### src/rtl/sync_sel_pkg.sv
package sync_sel_pkg;
  typedef struct packed {
    logic hv;
    logic v;
    logic vx;
  } det_flags_t;

  localparam logic VSEL_PURE = 1'b0;
  localparam logic VSEL_EXTR = 1'b1;
endpackage

### src/rtl/sync_pol_det.sv
module sync_pol_det #(
  parameter int CNT_W = 8
) (
  input  logic clk_i,
  input  logic rst_ni,
  input  logic sig_i,
  output logic corr_o,
  output logic pol_o,
  output logic rise_o
);
  localparam logic [CNT_W-1:0] CMAX = {CNT_W{1'b1}};

  logic [1:0]       sync_q;
  logic             raw_d_q;
  logic             corr_d_q;
  logic             pol_q;
  logic [CNT_W-1:0] hi_q;
  logic [CNT_W-1:0] lo_q;
  logic             raw;
  logic             raw_rise;

  assign raw      = sync_q[1];
  assign raw_rise = raw & ~raw_d_q;
  assign corr_o   = raw ^ pol_q;
  assign pol_o    = pol_q;
  assign rise_o   = corr_o & ~corr_d_q;

  always_ff @(posedge clk_i or negedge rst_ni) begin
    if (!rst_ni) begin
      sync_q   <= '0;
      raw_d_q  <= 1'b0;
      corr_d_q <= 1'b0;
      pol_q    <= 1'b0;
      hi_q     <= '0;
      lo_q     <= '0;
    end else begin
      sync_q   <= {sync_q[0], sig_i};
      raw_d_q  <= raw;
      corr_d_q <= corr_o;
      if (raw_rise) begin
        // one full period ends here: longer high phase means negative pulses
        pol_q <= (hi_q > lo_q);
        hi_q  <= '0;
        lo_q  <= '0;
      end else if (raw) begin
        if (hi_q != CMAX) hi_q <= hi_q + 1'b1;
      end else begin
        if (lo_q != CMAX) lo_q <= lo_q + 1'b1;
      end
    end
  end
endmodule

### src/rtl/sync_vextract.sv
module sync_vextract #(
  parameter int CNT_W = 7,
  parameter int HI_TH = 48,
  parameter int LO_TH = 16
) (
  input  logic clk_i,
  input  logic rst_ni,
  input  logic in_i,
  output logic out_o,
  output logic rise_o
);
  localparam logic [CNT_W-1:0] CMAX = {CNT_W{1'b1}};
  localparam logic [CNT_W-1:0] HI_V = CNT_W'(HI_TH);
  localparam logic [CNT_W-1:0] LO_V = CNT_W'(LO_TH);

  logic [CNT_W-1:0] cnt_q;
  logic             out_q;
  logic             out_d_q;

  assign out_o  = out_q;
  assign rise_o = out_q & ~out_d_q;

  always_ff @(posedge clk_i or negedge rst_ni) begin
    if (!rst_ni) begin
      cnt_q   <= '0;
      out_q   <= 1'b0;
      out_d_q <= 1'b0;
    end else begin
      out_d_q <= out_q;
      if (in_i && cnt_q != CMAX)       cnt_q <= cnt_q + 1'b1;
      else if (!in_i && cnt_q != '0)   cnt_q <= cnt_q - 1'b1;
      if (cnt_q >= HI_V)      out_q <= 1'b1;
      else if (cnt_q <= LO_V) out_q <= 1'b0;
    end
  end
endmodule

### src/rtl/sync_sel_ctrl.sv
module sync_sel_ctrl
  import sync_sel_pkg::*;
(
  input  logic       clk_i,
  input  logic       rst_ni,
  input  det_flags_t rise_i,
  input  logic       wr_en_i,
  input  logic       wr_clr_i,
  input  logic       wr_auto_i,
  input  logic       wr_vsel_i,
  input  logic       ack_i,
  output det_flags_t flags_o,
  output logic       auto_o,
  output logic       vsel_o,
  output logic       clr_pend_o
);
  det_flags_t flags_q;
  logic       pend_q;
  logic       auto_q;
  logic       vsel_q;
  logic       clr;

  assign clr        = ack_i & pend_q;
  assign flags_o    = flags_q;
  assign auto_o     = auto_q;
  assign vsel_o     = vsel_q;
  assign clr_pend_o = pend_q;

  always_ff @(posedge clk_i or negedge rst_ni) begin
    if (!rst_ni) begin
      flags_q <= '0;
      pend_q  <= 1'b0;
      auto_q  <= 1'b0;
      vsel_q  <= VSEL_PURE;
    end else begin
      if (wr_en_i)    pend_q <= wr_clr_i;
      else if (ack_i) pend_q <= 1'b0;
      // a pulse in the clear cycle is kept
      flags_q <= (flags_q & {3{~clr}}) | rise_i;
      if (wr_en_i) auto_q <= wr_auto_i;
      if (wr_en_i && !wr_auto_i) begin
        vsel_q <= wr_vsel_i;
      end else if (auto_q) begin
        if (flags_q.v && !flags_q.vx)      vsel_q <= VSEL_PURE;
        else if (flags_q.vx && !flags_q.v) vsel_q <= VSEL_EXTR;
      end
    end
  end
endmodule

### src/rtl/sync_select.sv
module sync_select
  import sync_sel_pkg::*;
#(
  parameter int POL_CNT_W = 8,
  parameter int EX_CNT_W  = 7,
  parameter int EX_HI_TH  = 48,
  parameter int EX_LO_TH  = 16
) (
  input  logic clk_i,
  input  logic rst_ni,
  input  logic hv_sync_i,
  input  logic v_sync_i,
  input  logic wr_en_i,
  input  logic wr_clr_i,
  input  logic wr_auto_i,
  input  logic wr_vsel_i,
  input  logic ack_i,
  output logic hv_det_o,
  output logic v_det_o,
  output logic vx_det_o,
  output logic hv_pol_o,
  output logic v_pol_o,
  output logic auto_o,
  output logic vsel_o,
  output logic hv_sync_o,
  output logic v_sync_o
);
  det_flags_t rise;
  det_flags_t flags;
  logic       hv_corr;
  logic       v_corr;
  logic       vx_act;
  logic       clr_pend;

  sync_pol_det #(.CNT_W(POL_CNT_W)) u_hv_pol (
    .clk_i, .rst_ni, .sig_i(hv_sync_i),
    .corr_o(hv_corr), .pol_o(hv_pol_o), .rise_o(rise.hv)
  );

  sync_pol_det #(.CNT_W(POL_CNT_W)) u_v_pol (
    .clk_i, .rst_ni, .sig_i(v_sync_i),
    .corr_o(v_corr), .pol_o(v_pol_o), .rise_o(rise.v)
  );

  sync_vextract #(.CNT_W(EX_CNT_W), .HI_TH(EX_HI_TH), .LO_TH(EX_LO_TH)) u_vx (
    .clk_i, .rst_ni, .in_i(hv_corr), .out_o(vx_act), .rise_o(rise.vx)
  );

  sync_sel_ctrl u_ctrl (
    .clk_i, .rst_ni, .rise_i(rise),
    .wr_en_i, .wr_clr_i, .wr_auto_i, .wr_vsel_i, .ack_i,
    .flags_o(flags), .auto_o, .vsel_o, .clr_pend_o(clr_pend)
  );

  assign hv_det_o  = flags.hv;
  assign v_det_o   = flags.v;
  assign vx_det_o  = flags.vx;
  assign hv_sync_o = hv_corr;
  assign v_sync_o  = (vsel_o == VSEL_EXTR) ? vx_act : v_corr;
endmodule

### config.mk
export PLATFORM = sky130hd
export DESIGN_NAME = sync_select
export DESIGN_NICKNAME = d
export VERILOG_FILES = /design/src/rtl/sync_sel_pkg.sv /design/src/rtl/sync_pol_det.sv /design/src/rtl/sync_vextract.sv /design/src/rtl/sync_sel_ctrl.sv /design/src/rtl/sync_select.sv
export SDC_FILE = /design/constraint.sdc
export NUM_CORES = 1
export LEC_CHECK = 0
export BUFFER_PORTS_ARGS = -buffer_cell sky130_fd_sc_hd__buf_2
export CAP_MARGIN = 20
export CORE_UTILIZATION = 40
export CTS_CLUSTER_SIZE = 28
export DETAILED_ROUTE_END_ITERATION = 7
export MAX_ROUTING_LAYER = met4
export SLEW_MARGIN = 30
export SYNTH_ARGS = -nofsm -noshare
export SYNTH_HDL_FRONTEND = slang
export SYNTH_HIERARCHICAL = 1
export SYNTH_SLANG_ARGS = --single-unit
### constraint.sdc
create_clock -name clk_i -period 3.36 [get_ports clk_i]
set_clock_uncertainty 0.1 [all_clocks]
set_input_delay 0.504 -clock clk_i [delete_from_list [all_inputs] [get_ports clk_i]]
set_output_delay 0.504 -clock clk_i [all_outputs]
set_load 0.01 [all_outputs]
==> results of run 1 <==
[synth_stat cells (3+ instances only)]
master / instances
mux2i_1: 6
a31oi_1: 3
a21o_1: 4
o21ai_1: 19
dfrtp_1: 57
a22o_1: 3
nor2b_1: 7
nand4_1: 11
nor4_1: 3
inv_1: 25
o21ai_0: 12
nor2_1: 13
nand3_1: 5
mux2_4: 3
nor3_1: 3
nand2b_1: 3
ha_1: 26
a21oi_1: 14
nand3b_1: 4
nand4_2: 3
xor2_1: 7
o211ai_1: 8
nand2_1: 40
o31ai_1: 3
[metal layers]
layer	vias up	track usage, %
li1	1266	-
met1	1157	21.1
met2	46	27.9
met3	7	5.99
met4	0	4.74
met5	-	-
[power by group through the flow]
stage	combinational, uW	sequential [uW]	clock [uW]
floorplan	791	1010	0
global placement	1030	1030	0
detailed placement	1040	1030	0
CTS	1060	1020	709
global route	1210	1050	743
finish	1060	1020	687
[kinds of logic (layout without fill, tap and decap cells)]
logic type / count (synthesis) / in the layout / synth area share (%)
muxes: 10 / 10 / 3.53
xor gates and xnor gates: 9 / 9 / 2.39
DFF: 57 / 57 / 43.2
buffers and inverters: 30 / 62 / 3.91
and+or+nand+nor: 114 / 114 / 20.1
AOI/OAI and AO/OA: 83 / 83 / 16.4
adders and majority gates: 27 / 27 / 10.5
[through the flow]
stage | instances | util [%] | setup slack (ns) | cell area [um2]
after global routing | 464 | 47.4 | 0.481 | 3720
after floorplan | 330 | - | 0.394 | 3300
final | 464 | 47.4 | 0.781 | 3720
after CTS | 464 | 47.4 | 0.761 | 3720
after detailed placement | 448 | 44.7 | 0.789 | 3510
after global placement | 448 | 44.7 | 0.788 | 3510
[worst max-delay path by stage]
stage | to | slack [ns]
after CTS | u_vx/cnt_q[6]$_DFFE_PN0P_ | 0.76
final | u_vx/cnt_q[6]$_DFFE_PN0P_ | 0.78
after detailed placement | u_vx/cnt_q[6]$_DFFE_PN0P_ | 0.79
after global placement | u_vx/cnt_q[6]$_DFFE_PN0P_ | 0.79
after floorplan | u_vx/cnt_q[6]$_DFFE_PN0P_ | 0.39
after global routing | u_vx/cnt_q[6]$_DFFE_PN0P_ | 0.48
[state kept, by name, indices dropped and copies added, names as in the netlist, 2 cells and up]
register and cells:
u_hv_pol/lo_q 8, u_hv_pol/hi_q 8, u_vx/cnt_q 7, u_v_pol/hi_q 8, u_hv_pol/sync_q 2, u_v_pol/sync_q 2
u_ctrl/flags_o 3, u_v_pol/lo_q 8
[final cells by class]
type / count / area (um2)
tap: 102 / 128
clock inverter: 6 / 82.6
timing repair buffer: 21 / 115
fill: 749 / 4130
sequential: 57 / 1430
multi-input combinational: 243 / 1740
clock buffer: 10 / 128
inverter: 25 / 93.8
[worst reg2reg max path, cell delays in order (launching register included)]
cell and delay (ns):
dfrtp_1 0.45, nand4_2 0.17, o31ai_1 0.33, buf_4 0.21
ha_1 0.26, o21ai_0 0.28, o21bai_1 0.13, a2111oi_0 0.44
nor4_1 0.09
==> impl_metrics.csv, run 1 <==
group,metric,value,unit
outcome,status,"complete, no violations",
sta,setup_viol,0,
setup_path,r2r_cells,8,
sta,rsz0062_at_grt,"false",
route,drc_errors,0,
setup_path,max_stage_delay,0.45,ns
sta,period_share,76.8,%
setup_path,crit_start,"u_vx/cnt_q[6]$_DFFE_PN0P_",
sta,hold_viol,0,
global_route,gr-total-overflow,0,
sta,timing.hold.ws,0.0589,ns
cts,ctsHoldBuffers,0,
sta,max_clock_freq,388,MHz
route,viasPerCell,5.34,
floorplanning,initial_core_util,42.0,%
cts,ctsResizeCount,0,
sta,post-route-min-period,2.58,ns
route,vias,2476,
floorplanning,core_area,7850,um2
floorplanning,die_y,92.8,um
yosys,synth-async-reset-ratio,100,%
place,portBuffers,17,
finish,final_common_cell,"dfrtp_1",
setup_path,start_kind,"register",
finish,diodes,0,
yosys,yosys.area.top_type_share,43.2,%
finish,fin_nets,393,
pwr,power.density,744,nW/um2
setup_path,crit_fanout,6,
pwr,pwr-share-clk,24.8,%
pwr,peakVddDrop,0.356,mV
route,wl_per_cell,13.9,um
setup_path,slowest_stage,"dfrtp_1",
cts,post-cts-setup-buffers,0,
route,routed-wl-met2,3020,um
setup_path,reg2reg_from,"u_vx/cnt_q[6]$_DFFE_PN0P_",
cts,cts_tree,"built",
setup_path,r2r_slack,0.78,ns
pwr,swShare,36.2,%
yosys,syn_nets,366,
global_route,antenna_found_initial,0,
setup_path,regToRegEndpoint,"u_vx/cnt_q[6]$_DFFE_PN0P_",
setup_path,critical_path_arrival,2.68,ns
place,gp_congestion,0.864,
global_route,grt_max_degree,33,
cts,clkSlewWorstSetupHoldPaths,0.07,ns
yosys,ys_types,54,
floorplanning,num_rows,32,
global_route,track_usage,17.5,%
pwr,power,2760,uW
hold_path,hp-class,"in -> async",
sta,slew_viol_final,0,
yosys,seq_area_frac_synth,43.2,%
yosys,synth_cells,330,
route,met1_length,3100,um
floorplanning,fp.dieArea,8610,um2
route,ant_nets,0,
yosys,synthTopCellsByArea,"dfrtp_1 (43%), ha_1 (9.9%), nand2_1 (4.6%), o21ai_1 (2.9%), inv_1 (2.8%)",
pwr,seq_power_share,36.9,%
place,hpwl,4570,um
setup_path,path_cells,"nand4_2, o31ai_1, buf_4, ha_1, o21ai_0, o21bai_1, a2111oi_0, nor4_1",
floorplanning,die_w,92.8,um
route,dr.pass1.iters,5,
pwr,power_leakage,0.00165,uW
setup_path,crit_path_end_kind,"register",
job,drv_cap,0,
setup_path,critical-path-top-delay-family,"compound AO/OA/AOI/OAI gates",
yosys,yosys_warnings,6,
yosys,synth_top_cell_by_area,"dfrtp_1",
pwr,power_frac_comb,38.2,%
yosys,syn_area_per_cell,9.99,um2
route,drt-initial-drc-count,89,
route,routed_wl,6450,um
pwr,p_int,1760,uW
cts,ctsHtreeMaxLevel,3,
global_route,grt_pass1_vias,2488,
sta,slew_headroom,62.0,%
sta,tns,0,ns
setup_path,path_class,"reg -> reg",
route,dr_wl_met3,268,um
yosys,synth_edf_count,0,
setup_path,required,3.46,ns
cts,cts_buffers,9,
setup_path,cp.depth,8,
route,top_layer,"met4",
yosys,synth-seq-cells,57,
finish,syn2layout_area_growth,12.7,%
cts,clock_sinks,57,
finish,layout_common_cells,"dfrtp_1 (57), nand2_1 (40), ha_1 (26), inv_1 (25), o21ai_1 (19)",
global_route,grt_pass1_wl,11500,um
sta,worst_pin_slew,0.570,ns
pwr,power.net_switching,1000,uW
cts,clock_path_buffers,2,
cts,worstSkewPairLatency,0.34,ns
yosys,ys.flop_type,"dfrtp_1",
finish,drive_above_1_share,15.5,%
yosys,netlist_area,3300,um2
floorplanning,ios,18,
cts,root_buffer,"clkbuf_8",
setup_path,worst-path-buf-inv,1,
Note: power is estimated with default switching activity, not from simulation.
==> run 2: changes to the inputs <==
--- a/config.mk
+++ b/config.mk
@@ -5,6 +5,7 @@
 export SDC_FILE = /design/constraint.sdc
 export NUM_CORES = 1
 export LEC_CHECK = 0
+export ABC_AREA = 1
 export BUFFER_PORTS_ARGS = -buffer_cell sky130_fd_sc_hd__buf_2
 export CAP_MARGIN = 20
 export CORE_UTILIZATION = 40
==> constraint.sdc (replaced) <==
create_clock -name clk_i -period 2.6 [get_ports clk_i]
set_clock_uncertainty 0.1 [all_clocks]
set_input_delay 0.39 -clock clk_i [delete_from_list [all_inputs] [get_ports clk_i]]
set_output_delay 0.39 -clock clk_i [all_outputs]
set_load 0.01 [all_outputs]
==> run 2 against run 1 <==
Compared with the run above: final cell count rose by 31%; highest routed layer unchanged; largest cell class unchanged; synthesized area is 11% higher; non-clock buffer count is 1 lower.
==> impl_metrics.csv, run 2 <==
group,metric,value,unit
floorplanning,die_y,97.5,um
sta,slew_headroom,50.7,%
yosys,synth_cells,470,
yosys,netlist_area,3650,um2
cts,ctsHoldBuffers,0,
pwr,peakVddDrop,0.793,mV
yosys,syn_area_per_cell,7.77,um2
outcome,status,"complete, no violations",
finish,fin_nets,533,
floorplanning,num_rows,34,
setup_path,crit_fanout,11,
setup_path,crit_path_end_kind,"register",
cts,worstSkewPairLatency,0.33,ns
yosys,syn_nets,506,
yosys,ys_types,32,
route,routed_wl,6910,um
sta,setup_viol,0,
setup_path,path_class,"reg -> reg",
route,vias,2967,
floorplanning,die_w,97.5,um
place,gp_congestion,0.937,
global_route,grt_max_degree,58,
sta,hold_viol,0,
route,viasPerCell,4.87,
yosys,ys.flop_type,"dfrtp_1",
finish,layout_common_cells,"nand2_1 (160), dfrtp_1 (57), inv_1 (54), nand3_1 (36), nor2_1 (32)",
sta,post-route-min-period,2.21,ns
cts,post-cts-setup-buffers,0,
setup_path,critical_path_arrival,2.33,ns
global_route,gr-total-overflow,0,
yosys,synthTopCellsByArea,"dfrtp_1 (39%), nand2_1 (16%), ha_1 (8.9%), inv_1 (5.6%), nand3_1 (4.9%)",
finish,post-route-util,46.1,%
place,place_inst,594,
finish,syn2layout_area_growth,10.8,%
global_route,track_usage,16.7,%
floorplanning,initial_core_util,41.7,%
global_route,antenna_found_initial,0,
route,wl_per_cell,11.3,um
cts,cts_buffers,9,
yosys,seq_area_frac_synth,39.1,%
finish,diodes,0,
setup_path,start_kind,"register",
finish,fin_cells,609,
cts,ctsResizeCount,0,
sta,period_share,85.0,%
cts,clock_sinks,57,
yosys,synthTopCellsByCount,"nand2_1 (160), dfrtp_1 (57), inv_1 (54)",
hold_path,hp-class,"in -> reg",
job,drv_cap,0,
sta,max_clock_freq,453,MHz
place,hpwl,4970,um
setup_path,required,2.72,ns
floorplanning,core_area,8760,um2
global_route,grt_pass1_vias,2880,
route,ant_nets,0,
pwr,power_leakage,0.00211,uW
floorplanning,fp.dieArea,9510,um2
yosys,synth-async-reset-ratio,100,%
sta,tns,0,ns
floorplanning,ios,18,
route,dr.pass1.iters,4,
cts,root_buffer,"clkbuf_8",
route,drc_errors,0,
place,portBuffers,17,
yosys,synth_most_common_cell,"nand2_1",
yosys,synth_top_cell_by_area,"dfrtp_1",
cts,clock_path_buffers,2,
pwr,power.density,902,nW/um2
global_route,grt_pass1_wl,12700,um
sta,worst_pin_slew,0.740,ns
route,drt-initial-drc-count,110,
yosys,yosys.area.top_type_share,39.1,%
finish,final_common_cell,"nand2_1",
yosys,synth_edf_count,0,
sta,rsz0062_at_grt,"false",
yosys,yosys_warnings,6,
cts,clkSlewWorstSetupHoldPaths,0.06,ns
finish,drive_above_1_share,14.0,%
cts,ctsHtreeMaxLevel,3,
yosys,synth-seq-cells,57,
sta,slew_viol_final,0,
cts,cts_tree,"built",
[run 2: cell count changes after synthesis, sizes merged, moves of 7 or more]
cell / delta
nor2b: -8
o211ai: -8
nand4: -7
nor2: +26
inv: +35
o21ai: -11
nand3: +34
nand2: +126
[run 2: metrics by stage]
stage          power [uW]  setup slack, ns  hold slack (ns)  instance area (um2)
6_report             3650            0.390           0.0675                 4040
3_3_place_gp         2790            0.430            0.238                 3850
3_5_place_dp         2840            0.389            0.236                 3850
5_1_grt              4030            0.206           0.0381                 4040
4_1_cts              3690            0.387           0.0526                 4040
2_1_floorplan        2470            0.222         -0.00559                 3650
[run 2: final timing paths]
kind / start / endpoint / slack, ns / cells past startpoint
setup / recovery: u_hv_pol/sync_q[1]$_DFF_PN0_ / u_vx/cnt_q[5]$_DFFE_PN0P_ / 0.39 / 11
hold / removal: hv_sync_i / u_hv_pol/sync_q[0]$_DFF_PN0_ / 0.07 / 1
setup reg to reg: u_hv_pol/sync_q[1]$_DFF_PN0_ / u_vx/cnt_q[5]$_DFFE_PN0P_ / 0.39 / 11
hold reg to reg: u_hv_pol/sync_q[0]$_DFF_PN0_ / u_hv_pol/sync_q[1]$_DFF_PN0_ / 0.25 / 0
max in group asynchronous: rst_ni / u_v_pol/lo_q[7]$_DFFE_PN0P_ / 1.81 / 2
min in group asynchronous: rst_ni / u_v_pol/hi_q[1]$_DFFE_PN0P_ / 0.09 / 2
[run 2: kinds of logic (layout without fill, tap and decap cells)]
group                    count (synthesis)  after routing  synth area share, %
buffers and inverters                   64             95                 7.40
XOR/XNOR                                 4              4                0.960
adder cells (fa/ha/maj)                 27             27                 9.46
AO/OA/AOI/OAI                           52             52                 8.91
AND/OR/NAND/NOR                        266            266                 34.2
flip-flops                              57             57                 39.1
[run 2: final cells by class]
cell class,count,area (um2)
inverters,60,225
flip-flops and latches,57,1430
clock buffers,12,155
fillers,837,4720
repair buffers,20,108
well taps,108,135
clock inverters,3,40.0
multi-input cells,349,1950
[run 2: where the power goes]
part           internal, uW  leakage [uW]  switching [uW]
Clock                   487      0.000102             343
Sequential             1100      0.000718             234
Combinational           626       0.00129             860
[run 2: critical path, cell delays in order, from the launching register on]
cell     delay (ns)
dfrtp_1        0.36
inv_2          0.08
or2_2          0.29
nand2_1        0.12
nand2_4        0.13
ha_1           0.41
a21oi_1        0.10
or2_2          0.29
nand3_1        0.07
nand2_1        0.05
nand3_1        0.06
nand2_1        0.05
[run 2: layer usage]
metal | GRT usage, % | wire length (um) | up-vias | share of wire (%)
li1 | - | - | 1563 | -
met1 | 20.1 | 3350 | 1362 | 48
met2 | 27.4 | 3280 | 32 | 48
met3 | 4.96 | 200 | 10 | 2.9
met4 | 3.96 | 77 | 0 | 1.1
met5 | - | 0 | - | 0
